File: config.mk
export PLATFORM = sky130hd
export DESIGN_NAME = top_reg_bridge
export DESIGN_NICKNAME = d
export VERILOG_FILES = /design/src/rtl/top_reg_bridge.sv
export SDC_FILE = /design/constraint.sdc
export NUM_CORES = 1
export LEC_CHECK = 0
export ABC_AREA = 0
export CAP_MARGIN = 15
export CORE_MARGIN = 4
export CORE_UTILIZATION = 49
export CTS_CLUSTER_DIAMETER = 120
export DETAILED_ROUTE_END_ITERATION = 10
export PLACE_DENSITY_LB_ADDON = 0.2
export SYNTH_ARGS = -nofsm -noshare
export SYNTH_HDL_FRONTEND = slang
export SYNTH_SLANG_ARGS = --single-unit
File: constraint.sdc
create_clock -name clk -period 3.3 [get_ports clk]
set_input_delay 0.99 -clock clk [delete_from_list [all_inputs] [get_ports clk]]
set_output_delay 0.99 -clock clk [all_outputs]
set_load 0.005 [all_outputs]
File: src/rtl/top_reg_bridge.sv
module top_reg_bridge #(
  parameter int ADDR_W         = 16,
  parameter int TIMEOUT_CYCLES = 16
) (
  input  logic              clk,
  input  logic              rst_n,
  input  logic              host_wr,
  input  logic [1:0]        host_sel,
  input  logic [31:0]       host_wdata,
  output logic [31:0]       host_rdata,
  output logic              ib_req,
  output logic              ib_wr,
  output logic [ADDR_W-1:0] ib_addr,
  output logic [15:0]       ib_wdata,
  input  logic              ib_ack,
  input  logic [1:0]        ib_resp,
  input  logic [15:0]       ib_rdata
);
  localparam int CNT_W = $clog2(TIMEOUT_CYCLES) + 1;
  localparam logic [1:0] SEL_ADDR = 2'd0, SEL_WDAT = 2'd1, SEL_CMD = 2'd2, SEL_RES = 2'd3;
  localparam logic [CNT_W-1:0] CNT_LAST = CNT_W'(TIMEOUT_CYCLES - 1);

  logic [31:0]       addr_q;
  logic [15:0]       wdat_q;
  logic              res_rdy_q;
  logic [1:0]        res_st_q;
  logic [15:0]       res_data_q;
  logic              busy_q;
  logic              op_wr_q;
  logic [ADDR_W-1:0] op_addr_q;
  logic [15:0]       op_wdata_q;
  logic [CNT_W-1:0]  cnt_q;

  wire cmd_hit  = host_wr && host_sel == SEL_CMD;
  wire cmd_wr   = cmd_hit && host_wdata == 32'd1;
  wire cmd_rd   = cmd_hit && host_wdata == 32'd2;
  wire start    = !busy_q && (cmd_wr || cmd_rd);
  wire done_ack = busy_q && ib_ack;
  wire expire   = busy_q && !ib_ack && cnt_q == CNT_LAST;

  always_ff @(posedge clk or negedge rst_n) begin
    if (!rst_n) begin
      addr_q <= '0;
      wdat_q <= '0;
    end else if (host_wr) begin
      if (host_sel == SEL_ADDR) addr_q <= host_wdata;
      if (host_sel == SEL_WDAT) wdat_q <= host_wdata[15:0];
    end
  end

  always_ff @(posedge clk or negedge rst_n) begin
    if (!rst_n) begin
      busy_q     <= 1'b0;
      op_wr_q    <= 1'b0;
      op_addr_q  <= '0;
      op_wdata_q <= '0;
      cnt_q      <= '0;
    end else if (start) begin
      busy_q     <= 1'b1;
      op_wr_q    <= cmd_wr;
      op_addr_q  <= addr_q[ADDR_W-1:0];
      op_wdata_q <= wdat_q;
      cnt_q      <= '0;
    end else if (done_ack || expire) begin
      busy_q <= 1'b0;
    end else if (busy_q) begin
      cnt_q <= cnt_q + 1'b1;
    end
  end

  always_ff @(posedge clk or negedge rst_n) begin
    if (!rst_n) begin
      res_rdy_q  <= 1'b0;
      res_st_q   <= 2'b00;
      res_data_q <= '0;
    end else if (start) begin
      res_rdy_q <= 1'b0;
    end else if (done_ack) begin
      res_rdy_q <= 1'b1;
      res_st_q  <= ib_resp;
      if (!op_wr_q) res_data_q <= ib_rdata;
    end else if (expire) begin
      res_rdy_q  <= 1'b1;
      res_st_q   <= 2'b00;
      res_data_q <= 16'hFFFF;
    end
  end

  always_comb begin
    case (host_sel)
      SEL_ADDR: host_rdata = addr_q;
      SEL_WDAT: host_rdata = {16'h0, wdat_q};
      SEL_RES:  host_rdata = {13'h0, res_rdy_q, res_st_q, res_data_q};
      default:  host_rdata = '0;
    endcase
  end

  assign ib_req   = busy_q;
  assign ib_wr    = op_wr_q;
  assign ib_addr  = op_addr_q;
  assign ib_wdata = op_wdata_q;
endmodule


==> results by group <==
Worst hold path
  • Hold Path Origin: ib_addr[11]$_DFFE_PN0N_
  • Hold Crit Depth: 1
  • Worst Hold Class: flop to flop
  • Hold Crit Endpoint: ib_addr[11]$_DFFE_PN0N_

Clock tree
  • CTS tree: built
  • Htree depth: 3
  • Hold-fix buffers, CTS: 0
  • Clock buffer depth: 2
  • Post-CTS Setup Repair Bufs: 0
  • CTS sink count: 106
  • CTS resizes: 19
  • Worst-Skew Late Latency: 0.36 ns
  • Root Driver: clkbuf_8
  • TritonCTS Buffers: 9
  • CTS clk-pin slew, worst paths: 0.10 ns

Finish
  • Share of cells above drive strength 1: 22.7%
  • Final core occ: 67.9%
  • Nets: 563
  • Design Area, Final: 6270 um^2
  • Fin cells: 639
  • Fillers: 729
  • Antenna Cells: 0
  • Area of the multi-input gates: 1880 um^2
  • Reg area: 2650 um^2
  • Layout area overhead: 35.4%
  • Most frequent cells in the layout: dfrtp_1, clkdlybuf4s50_1, mux2_2, nand2_1, o21ai_0

Routing
  • Top sig layer: met4
  • Final wirelength: 11,200 um
  • First DRT Iteration DRCs: 90
  • Met2 routed WL: 5650 um
  • Vias per inst: 5.28
  • Via count: 3,375
  • WL met3: 693 um
  • Metal-1 WL: 4750 um
  • First drt pass iteration count: 4
  • DRC Markers: 0
  • Average wire per standard cell: 17.5 um
  • Post-DRT Antenna Nets: 0

Timing
  • Fin Hold WS: 0.498 ns
  • RSZ-0062 raised after global routing: yes
  • Endpoints failing setup: 0
  • Clock skew: 0.0121 ns
  • Fmax: 0.305 GHz
  • Count of pins over their slew limit: 0
  • Slew at the pin closest to its max-slew limit: 0.716 ns
  • Relative slew margins: 52.1%
  • Clock period minus worst slack: 3.28 ns
  • Period utilization: 99.3%
  • Final hold viol count: 0

Synth
  • Mux contribution to synthesized area: 22.7%
  • Synthesized area per cell: 12.3 um^2
  • Post-Synth Adder-Cell Area: 0.541%
  • Post-Synth Simple-Gate Area: 10.8%
  • Mapped Nets: 435
  • Seq/Total Area, Yosys: 57.3%
  • Largest family of logic cells by synthesized area: multiplexers
  • Count of cell types in the netlist: 34
  • Synth Area in XOR/XNOR: 0.189%
  • Post-Syn Area: 4630 um^2
  • Synth Area in Compound Gates: 6.03%
  • Post-Syn Instances: 377
  • Post-synthesis register bit count: 106
  • Synth Warn #: 0

Die
  • Die height: 105 um
  • Die area: 11,100 um^2
  • Chip Width: 105 um
  • Total core area: 9240 um^2
  • Rows: 35
  • IO Count: 122
  • Initial Util: 50.1%

Setup path
  • Worst setup SP type: primary input
  • R2R Setup Slk: 1.23 ns
  • R2r endpoint: cnt_q[4]$_DFFE_PN0P_
  • Slowest cell on the critical path: clkdlybuf4s50_1
  • Buf/Inv on CP: 3
  • Crit Path Max Fanout: 4
  • Worst EP required: 2.31 ns
  • CP Data Arrival Time: 2.29 ns
  • Delay-heaviest family, CP: buffers and inverters
  • Crit-path cells: dlygate4sd2_1 -> and2_4 -> buf_4 -> a22o_1 -> clkdlybuf4s50_1
  • CP Class: primary input to output port
  • Worst Setup End Kind: output port
  • Reg2Reg Depth: 6
  • R2r startpoint: cnt_q[0]$_DFFE_PN0P_
  • Worst path max stage delay: 0.46 ns

Global routing
  • Gr usage total: 21.0%
  • Largest net degree at the start of global routing: 60
  • Antenna violations before repair: 0
  • Remaining global-route overflow: 0
  • Number of global-route vias before repair: 3,607
  • First-pass GRT wire length: 18,400 um

Placed design
  • Area after DPL: 6070 um^2
  • Detailed Place HPWL: 8320 um
  • Port Buf Inserts: 121
  • GPL Wtd Cong: 0.897
  • DP Cell Count: 623

Job
  • Number of max-cap violations: 0

Pwr
  • PD cells: 423 nW/um^2
  • Final Power: 0.00265 W
  • Peak supply drop: 0.253 mV
  • Lkg Pwr: 2.82 nW

Status
  • Outcome: completed
area by class of cell:
class	instances	share of cell area, %
Inverter	3	0.180
Timing Repair Buffer	137	22.1
Tap cell	129	2.57
Sequential cell	106	42.3
Clock inverter	7	0.958
Multi-Input combinational cell	248	30.0
Clock buffer	9	1.98
power breakdown:
group / total (W) / switching (W) / internal (W)
clock: 0.000755 / 0.000467 / 0.000288
combinational: 0.000405 / 0.000156 / 0.000249
sequential: 0.00149 / 0.0000809 / 0.00141
cell usage after synthesis:
master     number  area (um^2)
dfrtp_1       106         2650
mux2_2         76          856
nand2_1        41          154
o21ai_0        39          195
nor2_1         20         75.1
mux2i_1        16          160
and2_1         15         93.8
clkbuf_1       10         37.5
nor4_1          8         50.1
buf_2           5         25.0
nor2b_1         4         25.0
a22o_1          3         26.3
inv_1           3         11.3
mux2_1          3         33.8
nand3_1         3         15.0
a32o_1          2         20.0
buf_4           2         15.0
buf_6           2         22.5
ha_1            2         25.0
nand2b_1        2         12.5
nand4_1         2         12.5
a211oi_1        1         7.51
a21oi_1         1         5.00
a2bb2oi_1       1         8.76
and3_1          1         6.26
and4bb_1        1         12.5
buf_1           1         3.75
nand3b_1        1         7.51
nor3b_1         1         7.51
nor4_4          1         21.3
o211ai_1        1         7.51
o41ai_1         1         8.76
or3_1           1         6.26
xnor2_1         1         8.76
metal layers:
metal	track usage [%]	up-vias
met5	0	-
met2	35.1	105
met1	27.5	1688
li1	-	1576
met3	5.56	6
met4	4.40	0
flip-flops by register name, indices dropped and copies added, names as in the netlist:
signal	flops
res_rdy_q	1
res_data_q	16
ib_wr	1
ib_addr	16
ib_wdata	16
ib_req	1
wdat_q	16
cnt_q	5
res_st_q	2
addr_q	32
stage by stage:
| step | setup WS [ns] | TNS, ns |
|---|---|---|
| 6_report | 0.0224 | 0 |
| 3_5_place_dp | -0.430 | -8.36 |
| 5_1_grt | -0.0299 | -0.0587 |
| 3_3_place_gp | -0.382 | -7.94 |
| 4_1_cts | 0.0186 | 0 |
| 2_1_floorplan | 0.267 | 0 |
worst reg2reg max path, cell delays in order (launching register included):
cell and delay, ns:
dfrtp_1 0.42, ha_1 0.23, and3_1 0.19, ha_1 0.22, nor3b_1 0.61, nor2_1 0.09, a211oi_1 0.23
worst max-delay path by stage:
stage           startpoint             end  depth (start not counted)
3_3_place_gp   host_sel[0]   host_rdata[6]                          6
4_1_cts        host_sel[0]   host_rdata[8]                          5
2_1_floorplan  host_sel[1]   host_rdata[0]                          6
6_report       host_sel[1]  host_rdata[18]                          5
5_1_grt        host_sel[0]   host_rdata[8]                          5
3_5_place_dp   host_sel[0]   host_rdata[2]                          6
logic make-up after synthesis:
family,Yosys count
DFF,106
and+or+nand+nor,101
buffers and inverters,23
muxes,95
adders and majority gates,2
xor gates and xnor gates,1
AOI/OAI and AO/OA,49
Note: power is estimated with default switching activity, not from simulation.
